===== config.mk =====
export PLATFORM = sky130hd
export DESIGN_NAME = dsc_walker
export DESIGN_NICKNAME = d
export VERILOG_FILES = /design/src/rtl/dsc_walker_pkg.sv /design/src/rtl/dsc_decode.sv /design/src/rtl/dsc_next_addr.sv /design/src/rtl/dsc_walker.sv
export SDC_FILE = /design/constraint.sdc
export NUM_CORES = 1
export LEC_CHECK = 0
export ABC_CLOCK_PERIOD_IN_PS = 3300
export CAP_MARGIN = 30
export CORE_ASPECT_RATIO = 1.2
export CORE_MARGIN = 2
export CORE_UTILIZATION = 45
export CTS_CLUSTER_DIAMETER = 30
export DETAILED_ROUTE_END_ITERATION = 7
export DONT_BUFFER_PORTS = 1
export GPL_ROUTABILITY_DRIVEN = 0
export SLEW_MARGIN = 20
export SYNTH_ARGS = -nofsm -noshare
export SYNTH_HDL_FRONTEND = slang
export SYNTH_SLANG_ARGS = --single-unit

===== constraint.sdc =====
create_clock -name clk -period 3.3 [get_ports clk]
set_input_delay 0.66 -clock clk [delete_from_list [all_inputs] [get_ports clk]]
set_output_delay 0.66 -clock clk [all_outputs]
set_load 0.01 [all_outputs]

===== src/rtl/dsc_walker_pkg.sv =====
package dsc_walker_pkg;

    localparam int SZW        = 13;
    localparam int NERR       = 7;
    localparam int DESC_BYTES = 16;
    localparam int DESC_BITS  = 128;

    localparam int OWN_BIT   = 31;
    localparam int CES_BIT   = 30;
    localparam int RING_BIT  = 5;
    localparam int CHAIN_BIT = 4;
    localparam int FIRST_BIT = 3;
    localparam int LAST_BIT  = 2;
    localparam int NOIRQ_BIT = 1;

    typedef enum logic [2:0] {
        ST_IDLE  = 3'd0,
        ST_FETCH = 3'd1,
        ST_BUF1  = 3'd2,
        ST_BUF2  = 3'd3,
        ST_WBACK = 3'd4,
        ST_SUSP  = 3'd5
    } wstate_e;

    typedef struct packed {
        logic [31:0]    ctrl;
        logic [SZW-1:0] sz1;
        logic [SZW-1:0] sz2;
        logic [31:0]    ptr1;
        logic [31:0]    ptr2;
    } desc_t;

    function automatic logic [31:0] wb_word(input logic [31:0] ctrl, input logic ces);
        logic [31:0] w;
        w = ctrl & ~(32'h1 << OWN_BIT) & ~(32'h1 << CES_BIT);
        return w | ({31'b0, ces} << CES_BIT);
    endfunction

endpackage


===== src/rtl/dsc_decode.sv =====
module dsc_decode
    import dsc_walker_pkg::*;
(
    input  logic [DESC_BITS-1:0] raw,
    output desc_t                d,
    output logic                 owned,
    output logic                 malformed
);
    logic unused_rsvd;

    always_comb begin
        d.ctrl = raw[31:0];
        d.sz1  = raw[32 +: SZW];
        d.sz2  = raw[32 + SZW +: SZW];
        d.ptr1 = raw[95:64];
        d.ptr2 = raw[127:96];
    end

    assign owned       = raw[OWN_BIT];
    assign malformed   = raw[CHAIN_BIT] && (d.sz2 != '0);
    assign unused_rsvd = ^raw[63:32+2*SZW];
endmodule


===== src/rtl/dsc_next_addr.sv =====
module dsc_next_addr
    import dsc_walker_pkg::*;
#(
    parameter int AW = 12
) (
    input  logic [AW-1:0] cur,
    input  logic [AW-1:0] base,
    input  logic [AW-1:0] chain_ptr,
    input  logic          chained,
    input  logic          ring_end,
    output logic [AW-1:0] next
);
    localparam logic [AW-1:0] STEP = AW'(DESC_BYTES);

    always_comb begin
        if (chained)       next = chain_ptr;
        else if (ring_end) next = base;
        else               next = cur + STEP;
    end
endmodule


===== src/rtl/dsc_walker.sv =====
module dsc_walker
    import dsc_walker_pkg::*;
#(
    parameter int AW = 12
) (
    input  logic                 clk,
    input  logic                 rst,
    input  logic                 soft_rst,
    input  logic                 start,
    input  logic [AW-1:0]        base_addr,
    output logic                 mem_req,
    output logic                 mem_we,
    output logic [AW-1:0]        mem_addr,
    output logic [31:0]          mem_wdata,
    input  logic                 mem_rsp_valid,
    input  logic [DESC_BITS-1:0] mem_rdata,
    output logic                 xfer_valid,
    output logic [31:0]          xfer_addr,
    output logic [SZW-1:0]       xfer_len,
    output logic                 xfer_first,
    output logic                 xfer_last,
    input  logic                 xfer_done,
    input  logic [NERR-1:0]      card_err,
    output logic                 desc_unavail,
    output logic                 desc_err,
    output logic                 cmplt_irq,
    output logic [2:0]           walk_state
);
    wstate_e       state;
    desc_t         desc;
    desc_t         dec;
    logic          dec_owned, dec_bad;
    logic [AW-1:0] cur_addr, base_q, next_addr;
    logic          err_acc, first_pend;
    logic          chained, sz1_nz, sz2_use;

    dsc_decode u_dec (
        .raw       (mem_rdata),
        .d         (dec),
        .owned     (dec_owned),
        .malformed (dec_bad)
    );

    dsc_next_addr #(.AW(AW)) u_nxt (
        .cur       (cur_addr),
        .base      (base_q),
        .chain_ptr (desc.ptr2[AW-1:0]),
        .chained   (chained),
        .ring_end  (desc.ctrl[RING_BIT]),
        .next      (next_addr)
    );

    assign chained = desc.ctrl[CHAIN_BIT];
    assign sz1_nz  = desc.sz1 != '0;
    assign sz2_use = !chained && (desc.sz2 != '0);

    assign mem_req    = (state == ST_FETCH) || (state == ST_WBACK);
    assign mem_we     = state == ST_WBACK;
    assign mem_addr   = cur_addr;
    assign mem_wdata  = wb_word(desc.ctrl, err_acc);
    assign xfer_valid = ((state == ST_BUF1) && sz1_nz) || ((state == ST_BUF2) && sz2_use);
    assign xfer_addr  = (state == ST_BUF2) ? desc.ptr2 : desc.ptr1;
    assign xfer_len   = (state == ST_BUF2) ? desc.sz2 : desc.sz1;
    assign xfer_first = first_pend;
    assign xfer_last  = desc.ctrl[LAST_BIT] && ((state == ST_BUF2) || !sz2_use);
    assign walk_state = state;

    always_ff @(posedge clk) begin
        if (rst || soft_rst) begin
            state        <= ST_IDLE;
            desc         <= '0;
            cur_addr     <= '0;
            base_q       <= '0;
            err_acc      <= 1'b0;
            first_pend   <= 1'b0;
            desc_unavail <= 1'b0;
            desc_err     <= 1'b0;
            cmplt_irq    <= 1'b0;
        end else begin
            desc_unavail <= 1'b0;
            desc_err     <= 1'b0;
            cmplt_irq    <= 1'b0;
            case (state)
                ST_IDLE: if (start) begin
                    cur_addr <= base_addr;
                    base_q   <= base_addr;
                    state    <= ST_FETCH;
                end
                ST_SUSP: if (start) state <= ST_FETCH;
                ST_FETCH: if (mem_rsp_valid) begin
                    if (!dec_owned) begin
                        state        <= ST_SUSP;
                        desc_unavail <= 1'b1;
                    end else if (dec_bad) begin
                        state    <= ST_IDLE;
                        desc_err <= 1'b1;
                    end else begin
                        desc    <= dec;
                        err_acc <= 1'b0;
                        if (dec.ctrl[FIRST_BIT]) first_pend <= 1'b1;
                        state   <= ST_BUF1;
                    end
                end
                ST_BUF1: begin
                    if (!sz1_nz) state <= ST_BUF2;
                    else if (xfer_done) begin
                        err_acc    <= err_acc | (|card_err);
                        first_pend <= 1'b0;
                        state      <= ST_BUF2;
                    end
                end
                ST_BUF2: begin
                    if (!sz2_use) state <= ST_WBACK;
                    else if (xfer_done) begin
                        err_acc    <= err_acc | (|card_err);
                        first_pend <= 1'b0;
                        state      <= ST_WBACK;
                    end
                end
                ST_WBACK: if (mem_rsp_valid) begin
                    if (desc.ctrl[LAST_BIT]) begin
                        state     <= ST_IDLE;
                        cmplt_irq <= !desc.ctrl[NOIRQ_BIT];
                    end else begin
                        cur_addr <= next_addr;
                        state    <= ST_FETCH;
                    end
                end
                default: state <= ST_IDLE;
            endcase
        end
    end
endmodule


---- Word level (Yosys, flattened, before mapping) ----
Index checks and enable logic that the tools add are counted.
cells by class
  bitwise logic cells ..................... 8
  add/sub/neg operators ................... 1
  equal/unequal tests ..................... 17
  mux-type cells .......................... 36
  reduce and logical (&&, ||, !) cells .... 29
operators by type and width
  operator                                                               number
  12-bit 2-to-1 mux                                                      5
  13-bit nonzero test                                                    3
  32-bit 2-to-1 mux                                                      1
  30-bit by 31-bit bitwise OR with 31-bit output                         1
  3-bit 2-to-1 mux                                                       8
  12-bit one-hot mux with 2 select lines                                 1
  1-bit 2-to-1 mux                                                       16
  2-bit inequality test, second input constant                           8
  3-bit one-hot mux with 5 select lines                                  1
  13-bit 2-to-1 mux                                                      1
  12-bit by 5-bit adder with 12-bit output, second input constant        1
  4-bit AND reduction                                                    2
  4-bit OR reduction                                                     2
  7-bit AND reduction                                                    1
  7-bit OR reduction                                                     1
  3-bit by 2-bit equality test with 1-bit output, second input constant  2
  3-bit equality test, second input constant                             2
  3-bit inequality test, second input constant                           2
  1-bit NOT                                                              6
  1-bit one-hot mux with 3 select lines                                  2
  6-bit AND reduction                                                    1
  1-bit logical AND                                                      5
  5-bit AND reduction                                                    1
  1-bit logical OR                                                       4
  11 further kinds                                                       14
word-level totals
  output and inout bits ................... 100
  logic and storage cells ................. 104
  input bits .............................. 153
  register bits after elaboration ......... 152

---- Longest topological paths before layout ----
Gate-level depths: netlist of the first run.
  depth in word-level cells ............... 6
  gate-level depth with buffers ........... 9
  depth with buffers taken out ............ 7

---- Hierarchy ----
From an unflattened synthesis of the first run, not the netlist that was laid out.
unflattened totals
  cell total of the unflattened synthesis .. 995
  area total of the unflattened synthesis .. 7796.2 um2
by module, submodules not included
  module         cells each  times used  area an instance (um2)
  dsc_walker     805         1           6470.0
  dsc_decode     129         1           957.2
  dsc_next_addr  61          1           369.1

---- Least setup slack after synthesis of the first run ----
No wires, ideal clock.
  path kind ............................... flip-flop to output port
  start point ............................. register state[1] (netlist: walk_state[1])
  end point ............................... output port xfer_addr[15]
  buffers on the path ..................... 2
  data required time ...................... 2.640 ns
  arrival time ............................ 1.431 ns
  stages on the path, launching flop included .. 6
  setup slack ............................. 1.209 ns
  cells stage by stage .................... dfxtp_1 -> nor2b_1 -> nand2_1 -> buf_2 -> buf_2 -> mux2_2
between the ends
  word-level cells in the longest chain between the ends .. 2
ends and longest elaborated chain
  item                                            RTL line          text
  start: declaration                              dsc_walker.sv:29  wstate_e state;
  start signal: assignment                        dsc_walker.sv:70  state <= ST_IDLE;
  start signal: assignment                        dsc_walker.sv:87  state <= ST_FETCH;
  start signal: assignment                        dsc_walker.sv:89  ST_SUSP: if (start) state <= ST_FETCH;
  3-bit by 2-bit equality test with 1-bit output  dsc_walker.sv:62  assign xfer_addr = (state == ST_BUF2) ? desc.ptr2 : desc.ptr1;
  32-bit 2-to-1 mux                               dsc_walker.sv:62
  end: declaration                                dsc_walker.sv:18  output logic [31:0] xfer_addr,
Every way passes these cells.

---- Worst setup path after layout of the first run ----
  start point ............................. register state[2] (netlist: walk_state[2])
  end point ............................... output port xfer_addr[9]
The elaborated chain is that of the path after synthesis.

==> summary.txt, run 1 <==
Run status
  – Status: complete, no violations

Critical path
  – Max stage delay on crit path: 0.65 ns
  – R2r startpoint: walk_state[0]
  – WP data arrival: 2.16 ns
  – Worst setup EP type: primary output
  – CP max-delay cell: dfxtp_1
  – Max FO, Critical Path: 46
  – R2R Path End: desc[110]
  – CP delay by family, top: flip-flops
  – Worst endpoint required time: ~2.6 ns
  – Startpoint Class: flop
  – R2r setup slk: roughly 0.96 ns
  – Crit path cell chain: nor2b_1 > nand2_2 > buf_12 > mux2_2
  – Critical path buffer and inverter count: 1
  – R2R cell count: 6
  – Critical path type: flop to primary output

STA
  – Clock Skew: approximately 0.0070 ns
  – Setup ws final: 0.4832 ns
  – RSZ-0062 raised after global routing: false
  – Tcrit/Tclk final: a little under nine tenths
  – Final setup vio count: 0
  – Final hold slack: 0.3178 ns
  – Crit path time final: between 2 and 3 ns
  – Fmax: 355.0 MHz
  – Fin Setup TNS: 0 ns
  – Worst slew margin: 46.03%
  – Final hold violation count: 0
  – Worst Tran Pin Value: roughly 0.81 ns
  – Slew Limit Fails: 0

Placed design
  – Place WS: about 0.74 ns
  – Detail Placement HPWL: between 10000 and 15000 um
  – IO Port Bufs: 0
  – DP Area: about 6600 um^2
  – Placed Cells: 971

Global route
  – Tot GR Track Use: a little over a fifth
  – Initial antenna violation count: 0
  – Largest net degree at the start of global routing: just over 80
  – First-pass GRT wire length: around 27000 um
  – Gr ovfl total: 0
  – Vias in the first global route: roughly 5300

Drt
  – DR WL/cell: 17.18 um
  – ANT nets after route: 0
  – Via count: roughly 5500
  – Drt first pass iters: 4
  – Final wirelength: 17230 um
  – DRC errors left: 0
  – Iteration-0 DRC Markers: around 280
  – Detail-routed via count per cell: ~5.5

Finish
  – Combined area of the multi-input logic cells: between 3000 and 4000 um^2
  – FILL cells: 1477
  – Post-layout util: 49.05%
  – Layout cells sized above 1: 11.89%
  – Fin area: approximately 7300 um^2
  – # nets final: 940
  – Final cell count without fillers: about 1000
  – Seq. cell area: roughly 3000 um^2
  – Synth-to-Final Area Change: 7.644%
  – Diode count: 0
  – Leading cell type in the layout, fill and taps excluded: nand2_1
  – Most frequent cells in the layout: nand2_1, dfxtp_1, a21oi_1, mux2_2, clkbuf_16

Clock network
  – Clock transition at path regs: 0.06 ns
  – CTS resizes: 0
  – Clock latency on the worst-skew pair: around 0.42 ns
  – # clock sinks: 152
  – CTS Buf Count: 17
  – Post-CTS setup buffers: 0
  – CTS tree: yes
  – Clock buffer depth: 2
  – Clock root cell: clkbuf_16
  – Hold buffer count at CTS: 0
  – CTS H-Tree Depth: 4

Power
  – P_leak: about 2.5 nW
  – Total power: around 4.2 mW
  – Clock power frac: between 50% and 60%
  – Reg power frac: between 40% and 50%
  – Maximum vdd drop: approximately 0.28 mV
  – Cell Pwr Density: about 580 nW/um^2
  – Switching share of power: roughly a fifth
  – P_int: 3.340 mW
  – Combinational fraction of design power: 3.3%
  – Sw Pwr: 0.8754 mW

Die
  – Ports: between 200 and 300
  – Num rows: 49
  – Die Span Y: about 140 um
  – Die width: between 100 and 150 um
  – Core Footprint: about 15000 um^2
  – Initial Utilization: between 40% and 50%
  – Die area: about 16000 um^2

Synth
  – Sequential area share after synthesis: roughly 45%
  – Mux cell area share after synthesis: under 10%
  – Syn Nets: 1000
  – Syn Inst Count: 846
  – Yosys Warn Count: 0
  – XOR/XNOR share of the synthesized area: less than 1%
  – Simple-gate portion of the synthesized area: between 20% and 30%
  – Avg Inst Size Synth: 7.991 um^2
  – Synth Register Bits: 152
  – Adder-cell area share of the yosys netlist: less than 1%
  – Post-Syn Area: 6760 um^2
  – Netlist cell types: 51
  – Synth Area in Compound Gates: about 16%
  – Largest family of logic cells by synthesized area: simple AND/OR/NAND/NOR gates

Worst hold path
  – Hold-critical path endpoint: desc_unavail
  – Worst min path class: input pin to flop
  – Hold Crit Depth: 1
  – Hold_sp: mem_rdata[31]

Flow run
  – Max-Cap Viols: 0
power groups by stage:
| stage | Sequential (mW) | Combinational (mW) | Clock (mW) |
|---|---|---|---|
| global placement | 1.91 | 0.133 | 0 |
| detailed placement | 1.91 | 0.139 | 0 |
| finish | 1.87 | 0.139 | 2.20 |
| floorplan | 1.90 | 0.117 | 0 |
| global route | 1.87 | 0.154 | 2.33 |
| CTS | 1.87 | 0.139 | 2.25 |
routing by layer:
metal | up-vias | global-route usage (%) | wire length [um]
li1 | 2680 | - | -
met1 | 2561 | 24.52 | 6997
met2 | 253 | 34.56 | 8218
met3 | 27 | 8.330 | 1607
met4 | 0 | 9.336 | 408
met5 | - | 0 | 0
flip-flops by register name, indices dropped and copies added (netlist names):
name / count
mem_addr: 12
desc_unavail: 1
desc_err: 1
cmplt_irq: 1
desc: 119
base_q: 12
err_acc: 1
chained: 1
walk_state: 3
xfer_first: 1
final cells by class:
type,count,area share (%)
clock buffers,22,6.792
clock inverters,10,2.579
inverters,8,0.4127
multi-input cells,596,42.97
flip-flops and latches,152,41.82
well taps,204,3.508
repair buffers,11,1.926
cell usage after synthesis, drive strengths merged:
| library cell | count | area (um^2) |
|---|---|---|
| nand2 | 291 | 1092 |
| dfxtp | 152 | 3043 |
| a21oi | 139 | 695.7 |
| buf | 65 | 481.7 |
| mux2 | 45 | 506.7 |
| clkbuf | 25 | 93.84 |
| nor2 | 15 | 56.30 |
| nand3 | 12 | 60.06 |
| o21ai | 11 | 58.80 |
| nor4 | 10 | 62.56 |
| o211ai | 10 | 75.07 |
| inv | 7 | 26.28 |
| a221o | 6 | 60.06 |
| nor3 | 5 | 30.03 |
| mux2i | 4 | 40.04 |
| nor2b | 4 | 25.02 |
| xor2 | 4 | 35.03 |
| a31oi | 3 | 18.77 |
| and2 | 3 | 18.77 |
| nand2b | 3 | 18.77 |
| xnor2 | 3 | 26.28 |
| a211oi | 2 | 15.01 |
| a41o | 2 | 20.02 |
| and3 | 2 | 12.51 |
| nand4 | 2 | 12.51 |
| o211a | 2 | 20.02 |
| a211o | 1 | 8.760 |
| a21o | 1 | 7.510 |
| a22oi | 1 | 7.510 |
| a2bb2oi | 1 | 8.760 |
| a41oi | 1 | 8.760 |
| and2b | 1 | 10.01 |
| and3b | 1 | 8.760 |
| and4b | 1 | 10.01 |
| clkinv | 1 | 3.750 |
| conb | 1 | 3.750 |
| ha | 1 | 12.51 |
| o2111a | 1 | 11.26 |
| o2111ai | 1 | 8.760 |
| o21a | 1 | 7.510 |
| o22a | 1 | 8.760 |
| o22ai | 1 | 6.260 |
| o311ai | 1 | 8.760 |
| o31ai | 1 | 7.510 |
| or2 | 1 | 6.260 |
worst register-to-register path, cell delays in order (launching register included):
cell	delay [ns]
dfxtp_1	0.61
and2b_4	0.26
and4b_1	0.34
and2_4	0.52
buf_12	0.29
nand2_1	0.10
a21oi_1	0.14
worst max path at each step:
stage                     to  slack, ns  cells after the start     startpoint
4_1_cts        xfer_addr[14]       0.47                      4  walk_state[2]
3_5_place_dp        desc[63]       0.74                      6  mem_rdata[47]
6_report        xfer_addr[9]       0.48                      4  walk_state[2]
5_1_grt         xfer_addr[5]       0.34                      4  walk_state[2]
2_1_floorplan  xfer_addr[15]       1.21                      5  walk_state[1]
3_3_place_gp        desc[45]       0.79                      6  mem_rdata[47]
cells by family after synthesis:
logic type / count (synthesis)
compound gates: 187
mux: 49
other cells: 1
buf+inv: 98
simple gates: 351
fa+ha+maj: 1
flops: 152
xor+xnor: 7
Note: power is estimated with default switching activity, not from simulation.
==> run 2: changes to the inputs <==
Settings changed: ABC_CLOCK_PERIOD_IN_PS 3300 to 2750.
Clock period 3.3 ns to 2.75 ns, I/O delays scaled along.
==> run 2 against run 1 <==
Highest routed layer unchanged. Die area unchanged. Sequential share of layout area grew 0.70 points. Register-to-register slack worse by 0.45 ns.
==> summary.txt, run 2 (synthesis results as in run 1) <==
Finish
  – Diode count: 0 (unchanged)
  – Final cell count without fillers: 1002 (-0.10%)
  – Leading cell type in the layout, fill and taps excluded: nand2_1
  – Biggest register: desc
  – Layout cells sized above 1: 11.40% (-0.49 points)
  – Fin area: 7157 um^2 (-1.7%)
  – Max FFs per register: 119 (unchanged)
  – Most frequent cells in the layout: nand2_1, dfxtp_1, a21oi_1, mux2_2, clkbuf_16
  – Post-layout util: 48.24% (-0.81 points)
  – # nets final: 940 (unchanged)
  – Synth-to-Final Area Change: 5.867%

STA
  – Final hold violation count: 0 (unchanged)
  – Worst Tran Pin Value: 0.6747 ns (-0.1347 ns)
  – Fin Setup TNS: 0 ns (unchanged)
  – Tcrit/Tclk final: 92.02%
  – Worst slew margin: 54.96% (+8.9 points)
  – Slew Limit Fails: 0 (unchanged)
  – Crit path time final: 2.530 ns
  – Clock Skew: 0.005292 ns (-0.001730 ns)
  – Setup ws final: 0.2196 ns (-0.2636 ns)
  – RSZ-0062 raised after global routing: false
  – Fmax: ~400 MHz
  – Final setup vio count: 0 (unchanged)

Critical path
  – Max FO, Critical Path: 46 (unchanged)
  – Worst setup EP type: primary output
  – Worst endpoint required time: 2.20 ns (-0.44 ns)
  – Critical path type: flop to primary output
  – WP data arrival: 1.98 ns (-0.18 ns)
  – Startpoint Class: flop

Drt
  – ANT nets after route: 0 (unchanged)
  – DRC errors left: 0 (unchanged)
  – Via count: 5533 (+0.22%)
  – Met2 WL: 8225 um (about the same)
  – Final wirelength: 17130 um (-0.58%)
  – Uppermost layer routed: met4
  – DR WL/cell: 17.10 um (-0.48%)
  – Iteration-0 DRC Markers: 341 (+21%)
  – Drt first pass iters: 5 (+1)
  – Detail-routed via count per cell: 5.522 (+0.32%)
  – WL met1: 6722 um (-3.9%)
  – Met3 wire len: 1695 um (+5.5%)

Power
  – Cell Pwr Density: 654.2 nW/um^2 (+13%)
  – Maximum vdd drop: 0.3340 mV (+21%)
  – Combinational fraction of design power: 3.6% (+0.3 points)
  – Sw Pwr: 1.006 mW (+15%)
  – Switching share of power: 21.49% (+0.73 points)
  – Reg power frac: 48.0% (+3.6 points)
  – P_leak: 2.405 nW (-2.4%)
  – P_int: 3.676 mW (+10%)
  – Clock power frac: 48.4% (-3.9 points)

Run status
  – Status: complete, no violations

Worst hold path
  – Worst min path class: input pin to flop

Global route
  – Largest net degree at the start of global routing: 76 (-7.3%)
  – Gr ovfl total: 0 (unchanged)
  – First-pass GRT wire length: 26670 um (-0.51%)
  – Initial antenna violation count: 0 (unchanged)
  – Vias in the first global route: 5230 (-1.7%)
  – Tot GR Track Use: 21.02% (-0.22 points)

Clock network
  – # clock sinks: 152 (unchanged)
  – Post-CTS setup buffers: 0 (unchanged)
  – CTS tree: yes
  – Clock buffer depth: 2 (unchanged)
  – Clock latency on the worst-skew pair: 0.41 ns (about the same)
  – Clock root cell: clkbuf_16
  – Clock transition at path regs: 0.06 ns (about the same)
  – CTS H-Tree Depth: 4 (unchanged)
  – CTS Buf Count: 17 (unchanged)

Placed design
  – Detail Placement HPWL: 12280 um (+0.28%)
  – Placed Cells: 971 (unchanged)
  – DP Area: 6575 um^2 (-0.30%)
  – Place WS: 0.4177 ns (-0.3197 ns)
  – IO Port Bufs: 0 (unchanged)

Die
  – Num rows: 49 (unchanged)
  – Ports: 253 (unchanged)
  – Core Footprint: 14840 um^2 (unchanged)
  – Initial Utilization: 45.56% (unchanged)
  – Die area: 16020 um^2 (unchanged)
  – Die Span Y: 138.3 um (unchanged)
  – Die width: 115.9 um (unchanged)

Flow run
  – Max-Cap Viols: 0 (unchanged)
-- run 2: per-stage QoR --
| stage | total power, mW | hold slack, ns |
|---|---|---|
| floorplan | 2.425 | 0.4211 |
| detailed placement | 2.462 | 0.4439 |
| CTS | 4.736 | 0.1886 |
| global route | 4.854 | 0.1802 |
| finish | 4.682 | 0.2106 |
| global placement | 2.455 | 0.4393 |
-- run 2: what timing repair did --
action	4_1_cts	5_1_grt
hold endpoints to repair	0	0
gates resized for setup	0	2
hold buffers	0	0
setup endpoints to repair	0	46
-- run 2: layer usage --
| metal | vias up | global-route usage (%) |
|---|---|---|
| met5 | - | 0 |
| met4 | 0 | 7.957 |
| met3 | 39 | 8.856 |
| met2 | 243 | 34.53 |
| met1 | 2573 | 24.14 |
| li1 | 2678 | - |
-- run 2: final timing paths --
kind                 start           end  slack [ns]  cells after the start
max          walk_state[1]  xfer_addr[5]        0.22                      4
min          mem_rdata[31]  desc_unavail        0.21                      1
max reg2reg  walk_state[0]      desc[46]        0.51                      6
min reg2reg       desc[14]      desc[14]        0.45                      2
-- run 2: area by class of cell --
type | count | area (um^2)
clock buffer | 24 | 481.7
inverter | 8 | 30.03
clock inverter | 7 | 93.84
timing repair buffer | 11 | 123.9
tap | 204 | 255.2
sequential | 152 | 3043
fill | 1492 | 7680
multi-input combinational | 596 | 3129
-- run 2: power groups by stage --
stage                     sequential (mW)  clock, mW  combinational (mW)
after CTS                            2.25       2.32               0.168
after floorplan                      2.28          0               0.140
after detailed placement             2.29          0               0.167
after global placement               2.29          0               0.162
after global routing                 2.25       2.42               0.186
final                                2.25       2.27               0.168
-- run 2: worst max-delay path, cell delays in order, from the launching register on --
cell,delay [ns]
dfxtp_1,0.39
nor2b_2,0.23
nand2_2,0.08
buf_6,0.38
mux2_2,0.44
==> run 3: changes to the inputs <==
Settings changed: SYNTH_HIERARCHICAL set to 1.
==> run 3 against run 2 <==
Non-clock buffer count increased by 6. Sequential power about the same. Sequential share of layout area shrank 1.8 points. Combinational power is 18% higher. Synthesized area up 15%. Count of clock-buffer cells in the layout shrank 2. Fmax fell by 2.4%. Via count rose by 1.4%. Power is 9.3% higher. First-iteration DRC count down 32%. Hold slack got worse by 0.0039 ns.
==> summary.txt, run 3 <==
Global route
  – Largest net degree at the start of global routing: 80 (+5.3%)
  – Tot GR Track Use: 19.93% (-1.1 points)
  – GR Util met1: 24.12% (about the same)
  – Gr ovfl total: 0 (unchanged)
  – GR Layer Usage met2: 31.12% (-3.4 points)
  – Vias in the first global route: 5468 (+4.6%)
  – GR peak layer: met2
  – Initial antenna violation count: 2 (+2)
  – Met3 Track Usage GR: 7.745% (-1.1 points)
  – First-pass GRT wire length: 28560 um (+7.1%)

Drt
  – Final wirelength: 18330 um (+7.0%)
  – Drt first pass iters: 4 (-1)
  – DRC errors left: 0 (unchanged)
  – Detail-routed via count per cell: 5.374 (-2.7%)
  – Iteration-0 DRC Markers: 232 (-32%)
  – ANT nets after route: 0 (unchanged)
  – Via count: 5610 (+1.4%)
  – DR WL/cell: 17.56 um (+2.7%)

Clock network
  – CTS resizes: 0 (unchanged)
  – Clock root cell: clkbuf_16
  – Clock transition at path regs: 0.06 ns (about the same)
  – Post-CTS setup buffers: 0 (unchanged)
  – CTS Buf Count: 17 (unchanged)
  – Clock buffer depth: 2 (unchanged)
  – CTS H-Tree Depth: 4 (unchanged)
  – CTS tree: yes
  – Hold buffer count at CTS: 0 (unchanged)
  – Clock latency on the worst-skew pair: 0.42 ns (about the same)
  – # clock sinks: 152 (unchanged)

Critical path
  – R2r startpoint: walk_state[2]
  – Startpoint Class: flop
  – Worst setup EP type: primary output
  – Crit. Startpoint: walk_state[0]
  – Max FO, Critical Path: 11 (-76%)
  – R2r setup slk: 0.70 ns (+0.19 ns)
  – WP data arrival: 2.04 ns (+0.06 ns)
  – Worst setup path end: xfer_valid
  – R2R Path End: desc[53]
  – Worst endpoint required time: 2.20 ns (about the same)
  – R2R cell count: 6 (unchanged)
  – Critical path type: flop to primary output

Synth
  – Syn Nets: 1147 (+15%)
  – Avg Inst Size Synth: 7.836 um^2 (-1.9%)
  – Syn Inst Count: 993 (+17%)
  – Post-Syn Area: 7781 um^2 (+15%)
  – Yosys Warn Count: 6 (+6)

STA
  – Final hold violation count: 0 (unchanged)
  – RSZ-0062 raised after global routing: false
  – Final setup vio count: 0 (unchanged)
  – Tcrit/Tclk final: 94.23% (+2.2 points)
  – Slew Limit Fails: 0 (unchanged)
  – Crit path time final: 2.591 ns (+0.06092 ns)
  – Fmax: 385.9 MHz (-2.4%)
  – Worst Tran Pin Value: 0.7650 ns (+0.09031 ns)
  – Fin Setup TNS: 0 ns (unchanged)
  – Worst slew margin: 49.00% (-6.0 points)
  – Setup ws final: 0.1587 ns (-0.06092 ns)
  – Clock Skew: 0.005798 ns (+0.0005059 ns)

Die
  – Die area: 18360 um^2 (+15%)
  – Initial Utilization: 46.00% (+0.43 points)
  – Core Footprint: 16920 um^2 (+14%)
  – Die width: 124.0 um (+7.0%)
  – Die Span Y: 148.1 um (+7.1%)
  – Num rows: 52 (+6.1%)
  – Ports: 253 (unchanged)

Power
  – Maximum vdd drop: 0.3524 mV (+5.5%)
  – Cell Pwr Density: 684.7 nW/um^2 (+4.7%)
  – P_leak: 2.459 nW (+2.3%)

Finish
  – Layout cells sized above 1: 13.42% (+2.0 points)
  – FILL cells: 1743 (+17%)
  – Most frequent cells in the layout: nand2_1, dfxtp_1, a21oi_1, mux2_2, nor2_1
  – Leading cell type in the layout, fill and taps excluded: nand2_1
  – Synth-to-Final Area Change: -3.940%
  – Max FFs per register: 119 (unchanged)
  – # nets final: 968 (+3.0%)
  – Biggest register: desc

Placed design
  – Place WS: 0.2968 ns (-0.1209 ns)
  – IO Port Bufs: 0 (unchanged)
  – Detail Placement HPWL: 12690 um (+3.3%)

Run status
  – Status: complete, no violations

Worst hold path
  – Worst min path class: input pin to flop
  – Hold_sp: mem_rdata[31]

Flow run
  – Max-Cap Viols: 0 (unchanged)
## run 3: stage by stage
stage / hold slack, ns / std cells / power, mW / util [%] / cell area (um^2)
2_1_floorplan: 0.4229 / 993 / 2.586 / - / 7781
3_3_place_gp: 0.4379 / 1010 / 2.504 / 40.10 / 6783
3_5_place_dp: 0.4439 / 1011 / 2.508 / 40.18 / 6798
4_1_cts: 0.1826 / 1043 / 5.176 / 44.17 / 7472
5_1_grt: 0.1819 / 1043 / 5.276 / 44.17 / 7472
6_report: 0.2067 / 1044 / 5.118 / 44.19 / 7475
## run 3: worst max-delay path, stage by stage, from the launching register on
cell	delay, ns
dfxtp_1	0.60
nor4_1	0.15
and4_1	0.25
a21o_1	0.20
nor3b_1	0.42
## run 3: worst min-delay path by stage
stage | to | depth (start not counted) | slack, ns
4_1_cts | desc_unavail | 1 | 0.18
5_1_grt | desc_unavail | 1 | 0.18
2_1_floorplan | cmplt_irq | 1 | 0.42
3_5_place_dp | desc[18] | 2 | 0.44
3_3_place_gp | base_q[9] | 2 | 0.44
6_report | desc_unavail | 1 | 0.21
## run 3: power by group
| part | leakage [nW] | internal (mW) | switching (mW) |
|---|---|---|---|
| registers | 1.23 | 2.23 | 0.0321 |
| logic | 0.902 | 0.0664 | 0.133 |
| clock network | 0.330 | 1.71 | 0.948 |
## run 3: layer usage
layer | vias to the layer above | routed length, um
met5 | - | 16
met1 | 2607 | 7738
met2 | 192 | 8257
met3 | 33 | 1805
li1 | 2776 | -
met4 | 2 | 513
## run 3: cell type report
class	instances	area, um^2	share of cell area, %
repair buffers	17	172.7	2.310
clock buffers	22	484.2	6.478
clock inverters	10	190.2	2.544
multi-input cells	619	3286	43.96
diodes	1	2.502	0.03348
inverters	7	26.28	0.3515
flip-flops and latches	152	3043	40.71
well taps	216	270.3	3.616
